**src/rtl/scr_pkg.sv**
```systemverilog
package scr_pkg;
  localparam int DATA_W = 16;
  localparam int ADDR_W = 6;
  localparam int CNT_W = 7;
  localparam int CH_STRIDE = 5;
  localparam int NUM_COMMON = 5;

  localparam logic [ADDR_W-1:0] ADDR_ID = 6'h00;
  localparam logic [ADDR_W-1:0] ADDR_STATUS = 6'h01;
  localparam logic [ADDR_W-1:0] CH_BASE = 6'h09;

  localparam logic [DATA_W-1:0] CMD_NULL = 16'h0000;
  localparam logic [DATA_W-1:0] CMD_RESET = 16'h0011;
  localparam logic [DATA_W-1:0] CMD_STANDBY = 16'h0022;
  localparam logic [DATA_W-1:0] CMD_WAKEUP = 16'h0033;
  localparam logic [DATA_W-1:0] CMD_LOCK = 16'h0555;
  localparam logic [DATA_W-1:0] CMD_UNLOCK = 16'h0655;
  localparam logic [2:0] PFX_RD = 3'b101;
  localparam logic [2:0] PFX_WR = 3'b011;

  typedef enum logic [1:0] {ST_IDLE, ST_READ, ST_WRITE} scr_state_t;

  typedef struct packed {
    logic              wrEn;
    logic [ADDR_W-1:0] wrAddr;
    logic [DATA_W-1:0] wrData;
    logic [ADDR_W-1:0] rdAddr;
    logic              statClr;
    logic              softRst;
  } ctrl_strb_t;

  // common register slots: 0 mode, 1 clock, 2 gain, 3 config, 4 supply control
  function automatic logic [ADDR_W-1:0] commonAddr(input int i);
    case (i)
      0: return 6'h02;
      1: return 6'h03;
      2: return 6'h04;
      3: return 6'h06;
      default: return 6'h31;
    endcase
  endfunction

  function automatic logic [DATA_W-1:0] commonMask(input int i);
    case (i)
      0: return 16'h3F1F;
      1: return 16'h03FF;
      2: return 16'h0077;
      3: return 16'h7F00;
      default: return 16'h0F01;
    endcase
  endfunction

  function automatic logic [DATA_W-1:0] commonRst(input int i);
    case (i)
      0: return 16'h0510;
      1: return 16'h030E;
      3: return 16'h0600;
      default: return 16'h0000;
    endcase
  endfunction

  // channel slot k: 0 config, 1 offset upper, 2 offset lower, 3 gain upper, 4 gain lower
  function automatic logic [DATA_W-1:0] chanMask(input int k);
    case (k)
      0: return 16'hFFC3;
      2, 4: return 16'hFF00;
      default: return 16'hFFFF;
    endcase
  endfunction

  function automatic logic [DATA_W-1:0] chanRst(input int k);
    return (k == 3) ? 16'h8000 : 16'h0000;
  endfunction
endpackage

```
**src/rtl/scr_ctrl.sv**
```systemverilog
module scr_ctrl
  import scr_pkg::*;
(
  input  logic              clk,
  input  logic              rstN,
  input  logic              wordValid,
  input  logic [DATA_W-1:0] word,
  input  logic [DATA_W-1:0] rdData,
  output ctrl_strb_t        strb,
  output logic              locked,
  output logic              idle,
  output logic              respValid,
  output logic [DATA_W-1:0] respWord,
  output logic              resetOut,
  output logic              standbyOut,
  output logic              wakeupOut
);
  scr_state_t state;
  logic [ADDR_W-1:0] ptr;
  logic [CNT_W-1:0] left;

  logic isNull, isReset, isStandby, isWakeup, isLock, isUnlock, opRd, opWr, accept;
  logic [ADDR_W-1:0] cmdAddr;
  logic [CNT_W-1:0] cmdCnt;

  always_comb begin
    idle      = (state == ST_IDLE);
    isNull    = (word == CMD_NULL);
    isReset   = (word == CMD_RESET);
    isStandby = (word == CMD_STANDBY);
    isWakeup  = (word == CMD_WAKEUP);
    isLock    = (word == CMD_LOCK);
    isUnlock  = (word == CMD_UNLOCK);
    opRd      = (word[DATA_W-1 -: 3] == PFX_RD);
    opWr      = (word[DATA_W-1 -: 3] == PFX_WR);
    cmdAddr   = word[CNT_W +: ADDR_W];
    cmdCnt    = word[CNT_W-1:0];
    accept    = idle && wordValid &&
                (!locked || isNull || isUnlock || (opRd && cmdAddr == ADDR_STATUS));

    strb.wrEn    = (state == ST_WRITE) && wordValid;
    strb.wrAddr  = ptr;
    strb.wrData  = word;
    strb.rdAddr  = (state == ST_READ) ? ptr : ADDR_STATUS;
    strb.statClr = (accept && isNull) || ((state == ST_READ) && ptr == ADDR_STATUS);
    strb.softRst = accept && isReset;
  end

  always_ff @(posedge clk or negedge rstN) begin
    if (!rstN) begin
      state      <= ST_IDLE;
      ptr        <= '0;
      left       <= '0;
      locked     <= 1'b0;
      respValid  <= 1'b0;
      respWord   <= '0;
      resetOut   <= 1'b0;
      standbyOut <= 1'b0;
      wakeupOut  <= 1'b0;
    end else begin
      respValid  <= 1'b0;
      resetOut   <= 1'b0;
      standbyOut <= 1'b0;
      wakeupOut  <= 1'b0;
      case (state)
        ST_IDLE: if (accept) begin
          if (isNull) begin
            respValid <= 1'b1;
            respWord  <= rdData;
          end
          if (isReset) begin
            resetOut <= 1'b1;
            locked   <= 1'b0;
          end
          if (isStandby) standbyOut <= 1'b1;
          if (isWakeup)  wakeupOut  <= 1'b1;
          if (isLock)    locked     <= 1'b1;
          if (isUnlock)  locked     <= 1'b0;
          if (opRd || opWr) begin
            ptr   <= cmdAddr;
            left  <= cmdCnt;
            state <= opRd ? ST_READ : ST_WRITE;
          end
        end
        ST_READ: begin
          respValid <= 1'b1;
          respWord  <= rdData;
          ptr       <= ptr + 1'b1;
          if (left == '0) state <= ST_IDLE;
          else            left  <= left - 1'b1;
        end
        default: if (wordValid) begin
          ptr <= ptr + 1'b1;
          if (left == '0) state <= ST_IDLE;
          else            left  <= left - 1'b1;
        end
      endcase
    end
  end
endmodule

```
**src/rtl/scr_datapath.sv**
```systemverilog
module scr_datapath
  import scr_pkg::*;
#(
  parameter int NUM_CH = 2
) (
  input  logic                               clk,
  input  logic                               rstN,
  input  ctrl_strb_t                         strb,
  input  logic                               locked,
  input  logic                               evResync,
  input  logic                               evRegCrc,
  input  logic                               evCrcErr,
  input  logic                               memFault,
  input  logic                               evSupply,
  output logic [DATA_W-1:0]                  rdData,
  output logic [DATA_W-1:0]                  statusWord,
  output logic [NUM_COMMON*DATA_W-1:0]       commonFlat,
  output logic [NUM_CH*CH_STRIDE*DATA_W-1:0] chanFlat
);
  localparam int NCR = NUM_CH * CH_STRIDE;
  localparam logic [DATA_W-1:0] ID_WORD = {4'b0010, 4'(NUM_CH), 8'h00};

  logic [DATA_W-1:0] comReg [NUM_COMMON];
  logic [DATA_W-1:0] chReg [NCR];
  logic fResync, fRegCrc, fCrcErr, fMem, fSupply, fReset;

  always_ff @(posedge clk or negedge rstN) begin
    if (!rstN) begin
      for (int i = 0; i < NUM_COMMON; i++) comReg[i] <= commonRst(i);
      for (int j = 0; j < NCR; j++) chReg[j] <= chanRst(j % CH_STRIDE);
      fResync <= 1'b0;
      fRegCrc <= 1'b0;
      fCrcErr <= 1'b0;
      fMem    <= 1'b0;
      fSupply <= 1'b1;
      fReset  <= 1'b1;
    end else if (strb.softRst) begin
      for (int i = 0; i < NUM_COMMON; i++) comReg[i] <= commonRst(i);
      for (int j = 0; j < NCR; j++) chReg[j] <= chanRst(j % CH_STRIDE);
      fResync <= evResync;
      fRegCrc <= evRegCrc;
      fCrcErr <= evCrcErr;
      fMem    <= memFault;
      fSupply <= 1'b1;
      fReset  <= 1'b1;
    end else begin
      for (int i = 0; i < NUM_COMMON; i++)
        if (strb.wrEn && strb.wrAddr == commonAddr(i))
          comReg[i] <= strb.wrData & commonMask(i);
      for (int j = 0; j < NCR; j++)
        if (strb.wrEn && strb.wrAddr == ADDR_W'(CH_BASE + j))
          chReg[j] <= strb.wrData & chanMask(j % CH_STRIDE);
      fResync <= (fResync & ~strb.statClr) | evResync;
      fRegCrc <= (fRegCrc & ~strb.statClr) | evRegCrc;
      fCrcErr <= (fCrcErr & ~strb.statClr) | evCrcErr;
      fMem    <= (fMem & ~strb.statClr) | memFault;
      fSupply <= (fSupply & ~strb.statClr) | evSupply;
      if (strb.wrEn && strb.wrAddr == commonAddr(0) && !strb.wrData[10])
        fReset <= 1'b0;
    end
  end

  always_comb begin
    statusWord = {locked, fResync, fRegCrc, fCrcErr, comReg[0][11], fReset,
                  comReg[0][9:8], fMem, fSupply, 6'b000000};
    rdData = '0;
    if (strb.rdAddr == ADDR_ID) rdData = ID_WORD;
    if (strb.rdAddr == ADDR_STATUS) rdData = statusWord;
    for (int i = 0; i < NUM_COMMON; i++)
      if (strb.rdAddr == commonAddr(i)) rdData = comReg[i];
    for (int j = 0; j < NCR; j++)
      if (strb.rdAddr == ADDR_W'(CH_BASE + j)) rdData = chReg[j];
  end

  for (genvar gi = 0; gi < NUM_COMMON; gi++) begin : g_com
    assign commonFlat[gi*DATA_W +: DATA_W] = comReg[gi];
  end
  for (genvar gj = 0; gj < NCR; gj++) begin : g_chan
    assign chanFlat[gj*DATA_W +: DATA_W] = chReg[gj];
  end
endmodule

```
**src/rtl/spi_cmd_regfile.sv**
```systemverilog
module spi_cmd_regfile
  import scr_pkg::*;
#(
  parameter int NUM_CH = 2
) (
  input  logic                               clk,
  input  logic                               rstN,
  input  logic                               wordValid,
  input  logic [15:0]                        word,
  input  logic                               evResync,
  input  logic                               evRegCrc,
  input  logic                               evCrcErr,
  input  logic                               memFault,
  input  logic                               evSupply,
  output logic                               respValid,
  output logic [15:0]                        respWord,
  output logic [15:0]                        statusWord,
  output logic [15:0]                        modeWord,
  output logic [15:0]                        clockWord,
  output logic [15:0]                        gainWord,
  output logic [15:0]                        cfgWord,
  output logic [15:0]                        dcdcWord,
  output logic [NUM_CH*CH_STRIDE*16-1:0]     chanFlat,
  output logic                               resetOut,
  output logic                               standbyOut,
  output logic                               wakeupOut
);
  ctrl_strb_t strb;
  logic locked, idle;
  logic [DATA_W-1:0] rdData;
  logic [NUM_COMMON*DATA_W-1:0] commonFlat;

  scr_ctrl u_ctrl (
    .clk(clk), .rstN(rstN), .wordValid(wordValid), .word(word), .rdData(rdData),
    .strb(strb), .locked(locked), .idle(idle), .respValid(respValid),
    .respWord(respWord), .resetOut(resetOut), .standbyOut(standbyOut),
    .wakeupOut(wakeupOut)
  );

  scr_datapath #(.NUM_CH(NUM_CH)) u_dp (
    .clk(clk), .rstN(rstN), .strb(strb), .locked(locked), .evResync(evResync),
    .evRegCrc(evRegCrc), .evCrcErr(evCrcErr), .memFault(memFault),
    .evSupply(evSupply), .rdData(rdData), .statusWord(statusWord),
    .commonFlat(commonFlat), .chanFlat(chanFlat)
  );

  assign modeWord  = commonFlat[0*DATA_W +: DATA_W];
  assign clockWord = commonFlat[1*DATA_W +: DATA_W];
  assign gainWord  = commonFlat[2*DATA_W +: DATA_W];
  assign cfgWord   = commonFlat[3*DATA_W +: DATA_W];
  assign dcdcWord  = commonFlat[4*DATA_W +: DATA_W];
endmodule

```
**config.mk**
```make
export PLATFORM = sky130hd
export DESIGN_NAME = spi_cmd_regfile
export DESIGN_NICKNAME = d
export VERILOG_FILES = /design/src/rtl/scr_pkg.sv /design/src/rtl/scr_ctrl.sv /design/src/rtl/scr_datapath.sv /design/src/rtl/spi_cmd_regfile.sv
export SDC_FILE = /design/constraint.sdc
export NUM_CORES = 1
export LEC_CHECK = 0
export BUFFER_PORTS_ARGS = -buffer_cell sky130_fd_sc_hd__buf_2
export CAP_MARGIN = 20
export CORE_AREA = 10 10 178 130
export CTS_BUF_LIST = sky130_fd_sc_hd__clkbuf_8
export DETAILED_ROUTE_END_ITERATION = 8
export DIE_AREA = 0 0 188 140
export PLACE_DENSITY = 0.9
export SETUP_SLACK_MARGIN = 0.3
export SLEW_MARGIN = 30
export SYNTH_ARGS = -nofsm -noshare
export SYNTH_HDL_FRONTEND = slang
export SYNTH_SLANG_ARGS = --single-unit
```
**constraint.sdc**
```tcl
create_clock -name clk -period 2.9 [get_ports clk]
set_input_delay 0.29 -clock clk [delete_from_list [all_inputs] [get_ports clk]]
set_output_delay 0.29 -clock clk [all_outputs]
set_load 0.02 [all_outputs]
```
Yosys cells after proc, flatten, opt, wreduce, memory -nomap -nowiden
Index checks and enable logic that the tools add are counted.
Word-level totals
  word-level logic and storage cells: 271
  output and inout port bits: 276
  bits in writable memories: 0
  memories kept: 0
  bits in read-only memories: 0
  latch bits: 0
  register bits: 282
  bits of input ports: 24
Cells by class
  add/sub/neg operators: 2
  eq/ne operators: 46
  bitwise logic cells: 26
  shift-type cells: 0
  div/mod/pow operators: 0
  multipliers: 0
  muxes and demuxes: 110
  reduce and logical (&&, ||, !) cells: 57
  $lt $le $gt $ge: 0
Operators by type and width (number)
  $mux W16: 63
  $and A16 B16 Y16: 15
  $mux W160: 1
  $eq A6 B4 Y1 const B: 14
  $mux W80: 1
  $mux W6: 9
  $eq A6 B5 Y1 const B: 6
  $reduce_bool A2 Y1: 17
  $eq A16 B11 Y1 const B: 2
  $eq A16 B6 Y1 const B: 2
  $pmux W16 S2: 1
  $eq A6 B6 Y1: 5
  $mux W7: 4
  $logic_and A1 B1 Y1: 24
  $mux W1: 21
  $eq A6 B1 Y1 const B: 3
  $eq A6 B2 Y1 const B: 3
  $eq A16 B5 Y1 const B: 1
  $logic_not A16 Y1: 1
  $mux W14: 1
  $pmux W7 S2: 1
  $eq A6 B3 Y1 const B: 2
  $pmux W6 S2: 1
  $mux W2: 5
  other kinds (20): 38

Logic depth before layout (Yosys ltp)
  depth after elaboration: 23
  depth in mapped cells: 10
  depth with buffers taken out: 8

By module
From an unflattened synthesis, not the netlist that was laid out.
Unflattened totals
  cell total of the unflattened synthesis: 1187
  area, all modules: 11514.8 um^2
Modules (own cells, without submodules)
  scr_datapath: times used 1, cells an instance 973, area an instance 9402.8 um^2
  scr_ctrl: times used 1, cells an instance 214, area an instance 2112.0 um^2

Least setup slack after synthesis
OpenSTA, ideal clock, no wires.
  path kind: reg-to-reg
  start point: register u_ctrl.ptr[0]
  end point: register u_dp.chReg, in the netlist u_dp.chanFlat[30]
  stages on the path, launching flop included: 10
  required time: 2817 ps
  path slack: 564 ps
  setup time: 83 ps
  data arrival time: 2253 ps
  cell sequence: dfrtp_1 -> clkbuf_1 -> clkbuf_1 -> clkinv_1 -> ha_1 -> nand3_1 -> clkbuf_1 -> clkbuf_1 -> nand3_1 -> o21ai_0
Between the ends
  word-level cells in the longest chain between the ends: 3
RTL lines
  start, declared: RTL line scr_ctrl.sv:19  | logic [ADDR_W-1:0] ptr;
  start signal, assigned: RTL line scr_ctrl.sv:80  | ptr <= cmdAddr;
  start signal, assigned: RTL line scr_ctrl.sv:88  | ptr <= ptr + 1'b1;
  start signal, assigned: RTL line scr_ctrl.sv:93  | ptr <= ptr + 1'b1;
  $eq A6 B4 Y1: RTL line scr_datapath.sv:51  | if (strb.wrEn && strb.wrAddr == ADDR_W'(CH_BASE + j))
  $logic_and A1 B1 Y1: RTL line scr_datapath.sv:51
  $reduce_bool A2 Y1 (no line)
  end signal, assigned by index: RTL line scr_datapath.sv:52  | chReg[j] <= strb.wrData & chanMask(j % CH_STRIDE);
  end, declared: RTL line scr_datapath.sv:24  | logic [DATA_W-1:0] chReg [NCR];
No other way between the ends.
A chain may end at the register's enable or synchronous reset.

Final worst setup path
  start point: register u_ctrl.ptr[1]
  end point: register u_ctrl.respWord[9]
Between the ends
  word-level cells in the longest chain between the ends: 22
  elaborated cells on any way between the ends: 38
  classes of those cells: eq/ne (16); mux (21); reduce/logical (1)
RTL lines
  $mux W6 (*): RTL line scr_ctrl.sv:44  | strb.rdAddr = (state == ST_READ) ? ptr : ADDR_STATUS;
  $logic_not A6 Y1: RTL line scr_datapath.sv:67  | if (strb.rdAddr == ADDR_ID) rdData = ID_WORD;
  $mux W14: RTL line scr_datapath.sv:67
  $mux W16: RTL line scr_datapath.sv:68  | if (strb.rdAddr == ADDR_STATUS) rdData = statusWord;
  $mux W16 (5 in a row): RTL line scr_datapath.sv:70  | if (strb.rdAddr == commonAddr(i)) rdData = comReg[i];
  $mux W16 (9 in a row): RTL line scr_datapath.sv:72  | if (strb.rdAddr == ADDR_W'(CH_BASE + j)) rdData = chReg[j];
  $mux W16 (*): RTL line scr_datapath.sv:72
  $mux W16: RTL line scr_ctrl.sv:67  | if (isNull) begin
  $mux W16: RTL line scr_ctrl.sv:66  | ST_IDLE: if (accept) begin
  $pmux W16 S2 (*): RTL line scr_ctrl.sv:65  | case (state)
  end signal, assigned: RTL line scr_ctrl.sv:69  | respWord <= rdData;
  end signal, assigned: RTL line scr_ctrl.sv:87  | respWord <= rdData;
  end, declared: RTL line scr_ctrl.sv:13  | output logic [DATA_W-1:0] respWord,
Mark *: on every way between the ends. The rest lies on a longest branch, timed or not. The select of a mux whose other input is x is not followed.

==> impl_summary.txt <==
----------------------------------------------------
[Place]
  Number of placed instances with taps included ... approximately 1,600
  Post-placement setup slack ... around 0.07 ns
  Final RePlAce weighted congestion ... a little over 1
  Half-perimeter wire length of the detailed placement result ... between 30,000 and 40,000 um
  Number of buffers inserted by port buffering ... around 210

[Global routing]
  Global Route Usage Sum ... 0.325
  Number of antenna violations at the first check in global routing ... 2
  Pin count of the biggest net entering global routing ... 97
  First-pass GRT wire length ... 67,000 um
  Vias in the first global route ... between 10,000 and 15,000
  Remaining global-route overflow ... 0

[CTS]
  Clock tree from TritonCTS ... built
  Number of buffers created by CTS ... 31
  Cell chosen for the clock root ... sky130_fd_sc_hd__clkbuf_8
  Number of levels the H-tree was split into ... 1
  Clk_lat worst skew ... roughly 0.57 ns
  Sink Count ... around 200
  Maximum count of clock buffers along a single path ... 3
  Clock slew seen by the registers of the worst setup and hold paths ... 0.07 ns
  Setup repair bufs after CTS ... 0

[Timing]
  Final sum of negative setup slack ... 0 ns
  Max Clock Skew ... about 0.014 ns
  Post-layout worst setup margin ... between 0.4 and 0.5 ns
  Final Max Tran Viols ... 0
  Final worst-path cycle share ... 0.849
  Clock period minus worst slack ... between 2 and 2.5 ns
  Max_slew headroom ... 0.409
  Number of hold violations in the final report ... 0
  Pin slew with the least headroom to its limit ... ~0.9 ns
  Setup repair after global routing missed its margin ... no
  Top achievable clock speed ... ~410 MHz
  Final-report setup violation count ... 0

[Yosys]
  Post-synthesis cell count ... about 1,200
  FFs w/ async S/R, synth ... 1.00
  Most frequent cell after synthesis ... sky130_fd_sc_hd__dfrtp_1
  Synth Area per Inst ... roughly 9 um^2
  Distinct cells, synth ... between 70 and 80
  Most numerous cell types in the synthesized netlist ... 187 x sky130_fd_sc_hd__dfrtp_1, 115 x sky130_fd_sc_hd__nand3_1, 114 x sky130_fd_sc_hd__nand2_1
  Number of storage elements in the synthesis netlist ... about 200
  Seq/Total Area, Yosys ... 0.470
  Top_reg_cell synth ... sky130_fd_sc_hd__dfrtp_1
  Post-synth top area share ... 0.436
  Top area cells in the synthesized netlist ... sky130_fd_sc_hd__dfrtp_1 44%, sky130_fd_sc_hd__buf_4 7.0%, sky130_fd_sc_hd__nand3_1 5.4%, sky130_fd_sc_hd__o21ai_0 4.8%, sky130_fd_sc_hd__nand2_1 4.0%
  Number of enable flip-flop cells after synthesis ... 0
  Yosys warnings ... 0
  Cell area after synthesis ... around 11,000 um^2
  Post-synthesis cell type with the largest combined area ... sky130_fd_sc_hd__dfrtp_1

[Worst setup path]
  Data required time at the worst endpoint ... 3.32 ns
  Worst r2r path cells ... 9
  Critical Path Start ... u_ctrl.ptr[1]$_DFFE_PN0P_
  CP arrival ... ~2.9 ns
  Capturing element type of the critical path ... register
  Capture instance of the worst register-to-register path ... u_ctrl.respWord[9]$_DFFE_PN0P_
  Critical path startpoint category ... register
  R2r setup slk ... approximately 0.44 ns
  Worst Path Max Fanout ... 12
  Critical path class ... reg -> reg
  Launching point of the worst reg2reg path ... u_ctrl.ptr[1]$_DFFE_PN0P_

[Floorplanning]
  Count of standard-cell rows ... 43
  Core area ... approximately 20,000 um^2
  Die width ... around 190 um
  Initial core utilization ... 0.548
  Die height ... between 100 and 150 um
  Die area ... ~26,000 um^2
  Number of primary I/O pins ... 300

[Detailed routing]
  Wirelength, routed ... approximately 45,000 um
  Antenna Violating Nets Remaining ... 0
  Vias per cell ... roughly 6.4
  Number of DRC violations after detailed routing ... 0
  Detailed-route wire length per cell ... between 20 and 30 um
  Iteration-0 DRC Markers ... roughly 1,700
  DRT Pass-1 Iters ... 7
  Vias ... 10,994

[Cells and area]
  Final cell count without fillers ... about 1,700
  Count of antenna diodes in the layout ... 0
  Ratio of cells with drive above 1 in the final layout ... 0.266
  Layout Area Growth over Synthesis ... 18.7%
  Final core utilization ... 0.651
  Final-layout fill cell count ... ~1,600
  Number of nets at the end of the flow ... around 1,400

[Min path]
  Worst Hold Path EP ... u_ctrl.locked$_DFFE_PN0P_
  Hold WC Path Type ... in -> reg
  Critical hold path startpoint ... word[9]
  Cells on Worst Hold Path ... 2

[Pwr]
  Post-route total power ... around 14 mW
  Leakage ... approximately 6.2 nW
  Power per unit of standard cell area ... roughly 1100 nW/um^2
  Worst VDD drop ... approximately 660 uV

[Flow run]
  Max-cap violations ... 0

[Run status]
  Outcome ... complete, no violations

----------------------------------------------------
[worst max-delay path, cell delays in order, from the launching register on]
cell and delay (ns):
sky130_fd_sc_hd__dfrtp_1 0.56, sky130_fd_sc_hd__buf_4 0.27, sky130_fd_sc_hd__nand2b_1 0.16, sky130_fd_sc_hd__buf_4 0.17
sky130_fd_sc_hd__a21oi_1 0.14, sky130_fd_sc_hd__a221o_1 0.15, sky130_fd_sc_hd__a31oi_1 0.13, sky130_fd_sc_hd__a2111oi_4 0.47
sky130_fd_sc_hd__buf_4 0.20, sky130_fd_sc_hd__o31ai_1 0.06
[sequential cells by signal, indices dropped and copies added, names as in the netlist]
| register | count |
|---|---|
| u_ctrl.wakeupOut | 1 |
| u_ctrl.state | 2 |
| u_dp.fResync | 1 |
| u_ctrl.respValid | 1 |
| u_dp.chanFlat | 120 |
| u_ctrl.locked | 1 |
| u_ctrl.standbyOut | 1 |
| u_ctrl.respWord | 16 |
| u_dp.fSupply | 1 |
| u_ctrl.resetOut | 1 |
| u_dp.fReset | 1 |
| u_ctrl.left | 7 |
| u_ctrl.ptr | 6 |
| u_dp.fCrcErr | 1 |
| u_dp.fRegCrc | 1 |
| u_dp.commonFlat | 39 |
| u_dp.fMem | 1 |
[cell usage in the layout (no fill, tap or decap), types with 5 or more instances in the layout]
cell,Yosys,routed
sky130_fd_sc_hd__buf_2,10,211
sky130_fd_sc_hd__dfrtp_1,187,183
sky130_fd_sc_hd__nand3_1,115,115
sky130_fd_sc_hd__nand2_1,114,114
sky130_fd_sc_hd__o21ai_0,102,102
sky130_fd_sc_hd__conb_1,1,87
sky130_fd_sc_hd__nor2_1,86,84
sky130_fd_sc_hd__buf_4,100,78
sky130_fd_sc_hd__a21oi_1,48,48
sky130_fd_sc_hd__clkbuf_8,0,42
sky130_fd_sc_hd__o21ai_1,37,37
sky130_fd_sc_hd__a211oi_1,35,35
sky130_fd_sc_hd__inv_1,20,32
sky130_fd_sc_hd__a22oi_1,21,21
sky130_fd_sc_hd__mux2i_1,19,19
sky130_fd_sc_hd__dfstp_2,14,14
sky130_fd_sc_hd__o211ai_1,13,13
sky130_fd_sc_hd__and3_1,12,12
sky130_fd_sc_hd__nor3_1,11,11
sky130_fd_sc_hd__o22ai_1,9,9
sky130_fd_sc_hd__a221o_1,9,9
sky130_fd_sc_hd__a31oi_1,8,8
sky130_fd_sc_hd__o31ai_1,7,7
sky130_fd_sc_hd__nand4_1,7,7
sky130_fd_sc_hd__dlygate4sd3_1,0,7
sky130_fd_sc_hd__o32ai_1,6,6
sky130_fd_sc_hd__nor4_1,6,6
sky130_fd_sc_hd__nand2b_1,6,6
sky130_fd_sc_hd__a32o_1,6,6
sky130_fd_sc_hd__a222oi_1,5,5
sky130_fd_sc_hd__a32oi_1,5,5
sky130_fd_sc_hd__a21o_1,5,5
sky130_fd_sc_hd__nor2b_1,6,5
sky130_fd_sc_hd__ha_1,5,5
[cell type report]
| cell class | count | area [um^2] | share of cell area |
|---|---|---|---|
| repair buffers | 300 | 1790 | 0.140 |
| clock buffers | 41 | 564 | 0.0443 |
| inverters | 26 | 97.6 | 0.00766 |
| clock inverters | 16 | 67.6 | 0.00530 |
| well taps | 270 | 338 | 0.0265 |
| multi-input cells | 858 | 4840 | 0.380 |
| flip-flops and latches | 201 | 5050 | 0.396 |
[repair_timing]
action,CTS,global route
endpoints found under the hold margin,87,0
gates resized for setup,2,4
hold buffers,7,0
endpoints found under the setup margin,1,3
[power by group]
part	switching [mW]	internal, mW	leakage, nW
Clock	1.16	1.26	0.371
Sequential	1.34	3.99	2.57
Combinational	4.01	2.08	3.21
Total	6.51	7.32	6.15
[worst max-delay path by stage]
stage | to | slack, ns | cells after the start
3_5_place_dp | u_ctrl.respWord[9]$_DFFE_PN0P_ | 0.07 | 7
4_1_cts | u_ctrl.respWord[9]$_DFFE_PN0P_ | 0.34 | 7
2_1_floorplan | u_dp.chanFlat[30]$_DFFE_PN0P_ | 0.56 | 9
6_report | u_ctrl.respWord[9]$_DFFE_PN0P_ | 0.44 | 9
3_3_place_gp | u_ctrl.respWord[9]$_DFFE_PN0P_ | -0.21 | 7
5_1_grt | u_ctrl.respWord[9]$_DFFE_PN0P_ | 0.36 | 9
[kinds of logic (layout without fill, tap and decap cells)]
kind of cell               count (synthesis)  after routing  share of synthesized area
adders and majority gates                  5              5                    0.00583
buffers and inverters                    215            383                      0.113
other                                      1             87                   0.000349
AOI/OAI and AO/OA                        351            351                      0.215
muxes                                     22             22                     0.0209
DFF                                      201            201                      0.470
xor gates and xnor gates                   1              1                   0.000816
and+or+nand+nor                          392            392                      0.173
[metal layers]
layer	routed length, um	vias to the layer above	global-route usage
li1	-	4588	-
met1	17300	5250	0.436
met2	19000	1006	0.473
met3	7160	150	0.125
met4	1610	0	0.102
met5	0	-	0
[metrics by stage]
step                hold WS, ns  area, um^2
finish                   0.0116       12700
global route             0.0271       12700
CTS                     0.00124       12700
detailed placement        0.428       12000
global placement          0.423       12000
floorplan              -0.00559       11100
(Power assumes the default switching activity.)
